File: src/rtl/pixdump_pkg.sv
// Shared types for the pixel dump register.
// Assumes: flags sit directly above a PIXW-bit pixel in the read byte.
package pixdump_pkg;

    typedef enum logic [1:0] {
        CAP_IDLE  = 2'd0,   // nothing armed since reset
        CAP_ARMED = 2'd1,   // waiting for a fresh frame start
        CAP_HUNT  = 2'd2,   // inside a frame, looking for the pointer position
        CAP_FULL  = 2'd3    // pixel held for the host
    } cap_state_t;

endpackage

File: src/rtl/pixdump_pos.sv
// Tracks the position of the current pixel within its frame.
// Assumes: a frame start is only meaningful together with pix_vld;
// the counter saturates at NPIX so oversize frames never alias.
module pixdump_pos #(
    parameter int NPIX = 324,
    localparam int CW  = $clog2(NPIX + 1)
) (
    input  logic          clk,
    input  logic          rst_n,
    input  logic          frm_start,
    input  logic          pix_vld,
    output logic [CW-1:0] cur_pos,
    output logic          sof_ev
);
    logic [CW-1:0] cnt_q;

    assign sof_ev  = frm_start && pix_vld;
    assign cur_pos = sof_ev ? '0 : cnt_q;

    // Count pixels since the last frame start, saturating at NPIX.
    always_ff @(posedge clk) begin
        if (!rst_n)
            cnt_q <= CW'(NPIX);
        else if (pix_vld)
            cnt_q <= (cur_pos == CW'(NPIX)) ? CW'(NPIX) : cur_pos + 1'b1;
    end
endmodule

File: src/rtl/pixdump_ptr.sv
// Holds the index of the pixel the host wants next, wrapping at NPIX.
// Assumes: clr has priority over adv.
module pixdump_ptr #(
    parameter int NPIX = 324,
    localparam int IW  = $clog2(NPIX)
) (
    input  logic          clk,
    input  logic          rst_n,
    input  logic          clr,
    input  logic          adv,
    output logic [IW-1:0] ptr
);
    // Clear on write, step on a valid read, wrap after the last pixel.
    always_ff @(posedge clk) begin
        if (!rst_n || clr)
            ptr <= '0;
        else if (adv)
            ptr <= (ptr == IW'(NPIX - 1)) ? '0 : ptr + 1'b1;
    end
endmodule

File: src/rtl/pixdump_cap.sv
// Capture controller: arms on any access, grabs one pixel per frame
// at the pointer position, and builds the read byte.
// Assumes: acc_wr already includes simultaneous read+write cycles.
module pixdump_cap
    import pixdump_pkg::*;
#(
    parameter int PIXW = 6,
    localparam int BW  = PIXW + 2
) (
    input  logic            clk,
    input  logic            rst_n,
    input  logic            acc_rd,
    input  logic            acc_wr,
    input  logic            sof_ev,
    input  logic            pix_vld,
    input  logic            hit,
    input  logic            ptr_zero,
    input  logic [PIXW-1:0] pix_val,
    output logic            full,
    output logic            adv,
    output logic [PIXW-1:0] hold,
    output logic [BW-1:0]   rd_data
);
    cap_state_t st_q;

    assign full = (st_q == CAP_FULL);
    assign adv  = acc_rd && full;

    // Sequence the arm / hunt / hold states.
    always_ff @(posedge clk) begin
        if (!rst_n) begin
            st_q <= CAP_IDLE;
        end else if (acc_rd || acc_wr) begin
            st_q <= CAP_ARMED;
        end else begin
            unique case (st_q)
                CAP_ARMED: if (sof_ev) st_q <= hit ? CAP_FULL : CAP_HUNT;
                CAP_HUNT:  if (pix_vld && hit) st_q <= CAP_FULL;
                default:   st_q <= st_q;
            endcase
        end
    end

    // Latch the pixel on the cycle the capture completes.
    always_ff @(posedge clk) begin
        if (!rst_n)
            hold <= '0;
        else if (!(acc_rd || acc_wr) && pix_vld && hit &&
                 ((st_q == CAP_HUNT) || (st_q == CAP_ARMED && sof_ev)))
            hold <= pix_val;
    end

    // Register the byte returned to the host on each read.
    always_ff @(posedge clk) begin
        if (!rst_n)
            rd_data <= '0;
        else if (acc_rd)
            rd_data <= full ? {ptr_zero, 1'b1, hold} : '0;
    end
endmodule

File: src/rtl/pixdump_port.sv
// Top of the pixel dump register: frame position tracking, pointer
// and capture controller. One pixel per frame reaches the host.
// Assumes: rd_stb and wr_stb are single-cycle strobes in the clk domain.
module pixdump_port #(
    parameter int NPIX = 324,
    parameter int PIXW = 6,
    localparam int CW  = $clog2(NPIX + 1),
    localparam int IW  = $clog2(NPIX),
    localparam int BW  = PIXW + 2
) (
    input  logic            clk,
    input  logic            rst_n,
    input  logic            frm_start,
    input  logic            pix_vld,
    input  logic [PIXW-1:0] pix_val,
    input  logic            rd_stb,
    input  logic            wr_stb,
    output logic [BW-1:0]   rd_data
);
    logic [CW-1:0]   cur_pos;
    logic            sof_ev;
    logic [IW-1:0]   ptr_q;
    logic            full_q;
    logic            adv;
    logic [PIXW-1:0] hold_q;
    logic            acc_rd;
    logic            hit;

    assign acc_rd = rd_stb && !wr_stb;
    assign hit    = (cur_pos == CW'(ptr_q));

    pixdump_pos #(.NPIX(NPIX)) u_pos (
        .clk(clk), .rst_n(rst_n), .frm_start(frm_start), .pix_vld(pix_vld),
        .cur_pos(cur_pos), .sof_ev(sof_ev)
    );

    pixdump_ptr #(.NPIX(NPIX)) u_ptr (
        .clk(clk), .rst_n(rst_n), .clr(wr_stb), .adv(adv), .ptr(ptr_q)
    );

    pixdump_cap #(.PIXW(PIXW)) u_cap (
        .clk(clk), .rst_n(rst_n), .acc_rd(acc_rd), .acc_wr(wr_stb),
        .sof_ev(sof_ev), .pix_vld(pix_vld), .hit(hit),
        .ptr_zero(ptr_q == '0), .pix_val(pix_val),
        .full(full_q), .adv(adv), .hold(hold_q), .rd_data(rd_data)
    );
endmodule

File: config.mk
export PLATFORM = sky130hd
export DESIGN_NAME = pixdump_port
export DESIGN_NICKNAME = d
export VERILOG_FILES = /design/src/rtl/pixdump_pkg.sv /design/src/rtl/pixdump_pos.sv /design/src/rtl/pixdump_ptr.sv /design/src/rtl/pixdump_cap.sv /design/src/rtl/pixdump_port.sv
export SDC_FILE = /design/constraint.sdc
export NUM_CORES = 1
export LEC_CHECK = 0
export BUFFER_PORTS_ARGS = -buffer_cell sky130_fd_sc_hd__buf_2
export CORE_MARGIN = 10
export CORE_UTILIZATION = 58
export CTS_CLUSTER_SIZE = 30
export DETAILED_ROUTE_END_ITERATION = 12
export PLACE_DENSITY = 0.76
export REMOVE_ABC_BUFFERS = 1
export SYNTH_ARGS = -nofsm -noshare
export SYNTH_HDL_FRONTEND = slang
export SYNTH_SLANG_ARGS = --single-unit
export TNS_END_PERCENT = 30
File: constraint.sdc
create_clock -name clk -period 2.4 [get_ports clk]
set_input_delay 0.48 -clock clk [delete_from_list [all_inputs] [get_ports clk]]
set_output_delay 0.48 -clock clk [all_outputs]
set_load 0.01 [all_outputs]
==> results list, run 1 <==
- The run finished with clean final reports.
- For the pin with the worst max-slew slack, the measured transition is 0.435 ns.
- The top cell type by area accounts for around a third of the synthesized area.
- The routed design could run at a clock period as short as ~1.9 ns.
- Gate count of the mapped netlist: about 240
* Port Buf Inserts: 19
- The critical path contains buffers and inverters numbering 0 combined.
* Async SR Flop Fraction: 0%
- In this run the remaining antenna-violating nets after routing total 0.
- Hold path startpoint: pix_val[2]
- Power density relative to cell area: roughly 490 mW/mm^2
- Critical path type: reg -> reg
* Largest area contributor in the netlist: dfxtp_1
- HPWL Detailed: around 3100 um
- In the post-synthesis netlist, the cell with the most instances is dfxtp_1.
* Worst Hold Path Cells: 3
- The routed layout has 1,683 vias.
* Startpoint Class: flop
- The synthesized design contains 0 enable-type register cells.
* Yosys synthesis warning count: 0
* Fraction of layout cells with a size suffix above 1: 14.2%
- Crit. End Element: flop
- The region available for standard cell placement spans around 0.0031 sq mm.
* Reg-to-reg critical path startpoint: u_pos.cnt_q[3]$_SDFFE_PN0P_
* Initial Utilization: around three fifths
- Postcts setup bufs: 0
- Clock-pin transition on the worst setup and hold timing paths: between 0.1 and 0.15 ns
- Cell breakdown of the critical path: or4b_1 > o31ai_2 > nand2b_1 > o21ai_0 > a21oi_1 > nor2b_1
* Switching share of power: a little over a quarter
- Derived from the worst setup path, the maximum achievable clock frequency is about 520 MHz.
- Primary FF master, synth: dfxtp_1
- Area growth from synthesis to layout: 10.1%
- Total GRT Usage: between 10% and 20%
* Lkg Pwr: 0.821 nW
- Largest net degree at the start of global routing: 26
- Unique cell type count in the Yosys netlist: 40
* Final number of max-transition violations: 0
* Fraction of the cycle the final worst path needs: between 70% and 80%
- Of the synthesized area, sequential elements account for 35.3%.
- The clock passes through at most 2 buffers.
- Clock skew on the completed layout was measured at 0.0173 ns.
* Number of cell rows: 20
- Summing every instance area after synthesis gives 0.00193 sq mm.
* Initial antenna violation count: 0
* Post-cts gate resize count: 0
- The floorplan step defined a die boundary enclosing 0.00604 sq mm.
- Clock power frac: around 33%
- Final-stage net count: 272
* Average instance area after synthesis: around 8.2 sq um
* Endpoint of the worst-slack reg-to-reg timing path: u_pos.cnt_q[3]$_SDFFE_PN0P_
- Initial DRT Pass Iterations: 4
- The clock tree synthesis step divided the H-tree into 2 levels.
* Post-Place Setup Slack: approximately 0.1 ns
* Via count of the first global-routing pass: 1,618
- Ranked by instance count, the synthesized netlist is headed by dfxtp_1 (34), nor2_1 (20), nand2_1 (19).
- The tree is rooted in a clkbuf_4.
* Vertical extent of the die: approximately 78 um
- Final routed DRC violation total: 0
- Top post-synthesis cells by area: dfxtp_1 (35%), nand3_1 (4.7%), ha_1 (4.5%), a21boi_0 (4.3%), nor2_1 (3.9%)
- The final hold violation count came to 0.
- Data arrival, critical path: 2.17 ns
- In the final timing run, aggregate negative setup slack is 0 ns.
- At the worst endpoint, the required time is 2.66 ns.
- Minimum setup slack among reg-to-reg paths: 0.49 ns
- After the first detailed-routing iteration, the DRC count stood at 96.
- Fill cell instance count of the final layout: about 290
* CTS tree: built
- In this run, post-CTS hold repair placed 0 buffers.
- The critical path crosses 6 cells after its start point.
- At the end of routability-driven placement, the weighted congestion stood at roughly 0.9.
- Width of the die: ~80 um
* Worst-path cell with the longest stage delay: or4b_1
* Num CTS Buffers: 5
* Reported max-cap violation count: 0
* Number of flip-flops and latches in the synthesized netlist: 34
- Routed Wire Length: 4240 um
* RSZ-0062 raised after global routing: false
- The first global-routing pass estimated roughly 7600 um of wire.
- Post-DR vias/cell: about 5.6
* Max FO, Critical Path: 9
- The tightest min-delay check is of the in -> reg type.
- Sequential fraction of design power: a little under three fifths
- Total net switching power: 0.270 mW
- Worst vdd ir: around 0.00035 V
* Remaining max-slew budget at the tightest pin: 70.6%
* Final worst slack: a little under 0.5 ns
* Gate power share: 10.8%
- Clk sink count: 34
- For this run, the slowest stage of the critical path takes about 0.57 ns.
- After detailed routing, the average wire length per cell comes to 14.2 um.
- For hold timing, the worst endpoint is u_cap.hold[2]$_SDFFE_PN0P_.
- After global routing the overflow that remains totals 0.
- Endpoints failing setup: 0
* Internal power: about 0.76 mW
- Family with the most delay on the worst path: simple AND/OR/NAND/NOR gates
- The later pin in the worst-skew pair is clocked with a latency of 0.35 ns.
- Boundary pin count: 20
- Diode count: 0
- Length in cells of the worst reg-to-reg path: 6
stage by stage:
step                utilization (%)  instance area, sq um  total power, mW  hold WS (ns)  instances
floorplan                         -                  1860            0.661         0.454        220
global placement               66.0                  2070            0.705         0.448        290
detailed placement             66.0                  2070            0.706         0.454        290
CTS                            68.0                  2130             1.04         0.375        298
global route                   68.0                  2130             1.09         0.365        298
finish                         68.0                  2130             1.03         0.379        298
cell usage in the layout, fill, tap and decap left out, types with 6 or more instances in the layout:
master,synthesis,final
a21boi_0,11,11
a21oi_1,9,9
buf_2,0,19
buf_4,1,7
dfxtp_1,34,34
ha_1,7,7
inv_1,11,11
mux2i_1,7,7
nand2_1,19,19
nand3_1,18,18
nor2_1,20,20
nor2b_1,10,10
nor3_1,7,7
o21ai_0,7,7
xnor2_1,7,7
xor2_1,6,6
cells by family after synthesis:
group	Yosys count	synth area share, %
and+or+nand+nor	102	28.9
muxes	7	3.63
buffers and inverters	26	5.64
xor gates and xnor gates	13	5.90
adders and majority gates	7	4.54
AOI/OAI and AO/OA	46	16.1
DFF	34	35.3
state kept, by name, indices dropped and copies added, names as in the netlist:
name           cells
u_pos.cnt_q        9
u_ptr.ptr          9
u_cap.rd_data      8
u_cap.hold         6
u_cap.st_q         2
power groups by stage:
stage | clock (mW) | sequential, mW | combinational (mW)
after detailed placement | 0 | 0.595 | 0.111
final | 0.338 | 0.582 | 0.112
after global routing | 0.377 | 0.584 | 0.126
after global placement | 0 | 0.596 | 0.109
after floorplan | 0 | 0.592 | 0.0688
after CTS | 0.348 | 0.582 | 0.111
cell type report:
type	instances	area (sq um)	area share, %
Tap cell	44	55.1	2.59
Inverter	11	41.3	1.94
Timing Repair Buffer	26	148	6.95
Clock buffer	7	55.1	2.59
Multi-Input combinational cell	175	1140	53.7
Clock inverter	1	5.00	0.235
Sequential cell	34	681	32.0
metal layers:
layer | vias to the layer above | share of wire, % | GRT usage, %
met5 | - | 0 | 0
met4 | 0 | 1.3 | 4.56
met3 | 6 | 6.7 | 6.45
met2 | 37 | 46 | 23.1
met1 | 787 | 46 | 18.3
li1 | 853 | - | -
tightest hold or removal path, delay by kind of cell:
| kind | cells | cell delay (ns) |
|---|---|---|
| simple gates | 1 | 0.09 |
| buf+inv | 1 | 0.07 |
| mux | 1 | 0.06 |
worst max-delay path by stage:
stage	start	to	slack, ns
after floorplan	frm_start	u_pos.cnt_q[3]$_SDFFE_PN0P_	0.42
after global placement	frm_start	u_pos.cnt_q[8]$_SDFFE_PN1P_	0.14
after detailed placement	frm_start	u_pos.cnt_q[8]$_SDFFE_PN1P_	0.10
after CTS	frm_start	u_pos.cnt_q[8]$_SDFFE_PN1P_	0.48
after global routing	frm_start	u_pos.cnt_q[8]$_SDFFE_PN1P_	0.33
final	u_pos.cnt_q[3]$_SDFFE_PN0P_	u_pos.cnt_q[3]$_SDFFE_PN0P_	0.49
No activity file was read; power rests on OpenSTA's default activity.
==> run 2: changes to the inputs <==
Clock period 2.4 ns to 1.9 ns, I/O delays scaled along.
==> run 2 against run 1 <==
Effect of this change: via count up 4.8%; clock power increased by 30%; sequential power is 26% higher; critical path depth is 2 higher; clock-buffer cell count decreased by 1; highest routed layer unchanged.
==> results list, run 2 (synthesized netlist as in run 1, its figures left out) <==
- The die is a little under 80 um tall.
* Width of the die: 77.7 um
- Final routed DRC violation total: 0
- Max FO, Critical Path: 6
- The congestion estimate from routability-driven global placement came to a little under 0.9.
- The worst setup path is of the reg -> reg kind.
- Total GRT Usage: roughly 16%
- Counting the buffers created by CTS gives 5.
- For this run, global-route usage on met3 was measured as 4.26%.
- Clock-pin slew was measured on the worst setup and hold paths at around 0.11 ns.
* Worst stage delay on the critical path: 0.36 ns
- HPWL Detailed: 3540 um
- Post-layout minimum cycle time: 1.80 ns
- At the end of the flow, the number of nets in the layout was 293.
- Clk sink count: 34
- Area growth from synthesis to layout: 22.8%
* Commonest non-fill, non-tap cells in the layout: buf_4 (27), dfxtp_1 (22), nor2_1 (20)
- The largest individual stage delay along the critical path comes from the cell dfxtp_2.
- Final number of max-transition violations: 0
* Fraction of the cycle the final worst path needs: ~95%
* First-pass GRT wire length: between 8000 and 9000 um
- Cell depth of the worst setup path: 8
* Via count of the first global-routing pass: roughly 1,800
- STA classifies the critical path endpoint as a flop.
* Capture point of the worst path: u_cap.hold[3]$_SDFFE_PN0P_
* Outcome: completed
* Boundary pin count: 20
* Type of the tightest min-delay check: in -> reg
- Maximum achievable frequency: between 500 and 600 MHz
* Fraction of layout cells with a size suffix above 1: 28.0%
- Largest net degree at the start of global routing: 26
- The final hold violation count came to 0.
* Initial antenna violation count: 0
- Hold timing on the final database bottoms out at a slack of 0.289 ns.
- The core region is around 0.0031 sq mm.
- Data arrival, critical path: 2.05 ns
- Leaving out fill and tap cells, the most frequent cell in the layout is buf_4.
- The worst setup path is launched from a flop.
- The clock tree synthesis step divided the H-tree into 2 levels.
- Cell breakdown of the critical path: xor2_1 > o22ai_1 > a22oi_1 > buf_4 > nor4_4 > buf_6 > mux2i_2 > nor2b_1
- At the later pin of the worst-skew pair, clock insertion delay measures ~0.34 ns.
- The setup check on the worst reg-to-reg path leaves a slack of roughly 0.10 ns.
* Final std cells w/o fill: 319
- CTS tree: built
* Reg-to-reg critical path startpoint: u_pos.cnt_q[5]$_SDFFE_PN0P_
- For this run the aggregate overflow at the end of global routing stands at 0.
- During placement, the flow inserted port buffers numbering 19.
- Diode count: 0
- Count of vias placed by the detailed router: ~1,800
- Met1 Resource Use GR: a little under a fifth
- Lkg Pwr: 0.940 nW
- Origin of the worst setup path: u_pos.cnt_q[5]$_SDFFE_PN0P_
- In this run the most used layer during global routing was met2.
- Overall power: approximately 1.3 mW
* Cell total after placement: approximately 310
- Worst Max-Slew Pin Slew: between 0.4 and 0.5 ns
* WP data required: roughly 2.2 ns
- In this run the power density over the cells is ~570 mW/mm^2.
* Met2 routing resource usage after global routing: between 20 and 30%
- Endpoint of the worst-slack reg-to-reg timing path: u_cap.hold[3]$_SDFFE_PN0P_
* Worst clock skew on the final layout: roughly 0.0045 ns
- Using the TritonRoute via totals, the vias-per-cell ratio works out to 5.53.
- Cells fill roughly 76% of the core in the end.
- Row generation in the floorplan step produced 20 rows.
- The tool flagged a number of max-cap violations equal to 0.
* Routed Wire Length: around 4700 um
- The worst register-to-register path has a depth of 8.
- Hold-fix buffer count after cts: 0
- Buffering stage count on the worst path with inverters included: 2
* Initial Utilization: between 60% and 70%
* Largest regs: u_pos.cnt_q (9), u_ptr.ptr (9), u_cap.rd_data (8)
* Endpoints failing setup: 0
- Once detail routing completed, the nets flagged for antenna violations numbered 0.
- The die covers just over 0.006 sq mm.
- The longest clock path from root to sink contains 2 buffers.
- The first detailed-routing pass took 4 iterations.
- The worst pin sits at a relative slew slack of a little over two thirds.
- Root buffer cell: clkbuf_4
- Family with the most delay on the worst path: flip-flops
* Worst vdd ir: around 0.00038 V
- For this block, the initial DRC count from the detailed router was 84.
- After routing, the total negative slack on setup checks comes to 0 ns.
- Drt wl/cell: between 10 and 15 um
## run 2: changes by cell type in the layout (fill, tap and decap cells not counted), moves of 2 or more
cell,change
buf_4,+20
dfxtp_1,-12
dfxtp_2,+10
dfxtp_4,+2
ha_1,-2
nor4bb_1,-2
nor4bb_2,+2
## run 2: cell type report
class / count / area (sq um)
Timing Repair Buffer: 47 / 309
Fill cell: 239 / 757
Tap cell: 44 / 55.1
Inverter: 11 / 41.3
Multi-Input combinational cell: 175 / 1200
Clock buffer: 6 / 51.3
Sequential cell: 34 / 701
Clock inverter: 2 / 12.5
## run 2: timing repair
item,in CTS,in global routing
setup buffers,0,0
resized for setup,0,28
setup endpoints to repair,0,11
## run 2: per-stage QoR
step | cell area, sq um | setup WS, ns
after floorplan | 1860 | 0.0195
after global placement | 2220 | -0.103
after detailed placement | 2220 | -0.179
after CTS | 2290 | 0.00268
after global routing | 2370 | -0.0143
final | 2370 | 0.103
## run 2: worst min-delay path by stage
stage / start / to / slack [ns] / cells after the start
floorplan: rst_n / u_pos.cnt_q[8]$_SDFFE_PN1P_ / 0.44 / 1
global placement: u_cap.rd_data[2]$_SDFFE_PN0P_ / u_cap.rd_data[2]$_SDFFE_PN0P_ / 0.45 / 2
detailed placement: u_cap.rd_data[0]$_SDFFE_PN0P_ / u_cap.rd_data[0]$_SDFFE_PN0P_ / 0.46 / 2
CTS: pix_val[1] / u_cap.hold[1]$_SDFFE_PN0P_ / 0.29 / 3
global route: pix_val[1] / u_cap.hold[1]$_SDFFE_PN0P_ / 0.31 / 3
finish: pix_val[1] / u_cap.hold[1]$_SDFFE_PN0P_ / 0.29 / 3
## run 2: power breakdown
part           leakage (nW)  total [mW]  internal, mW  switching, mW
logic                 0.627       0.173        0.0821         0.0909
clock network        0.0343       0.441         0.178          0.263
registers             0.279       0.735         0.722         0.0132
total                 0.940        1.35         0.982          0.367
## run 2: tightest hold or removal path, stage by stage
cell     delay, ns
buf_2         0.08
mux2i_1       0.05
nor2b_1       0.09
## run 2: per-layer routing
| metal | part of all wire [%] | vias up |
|---|---|---|
| li1 | - | 893 |
| met1 | 45 | 825 |
| met2 | 49 | 35 |
| met3 | 3.8 | 10 |
| met4 | 2.0 | 0 |
| met5 | 0 | - |
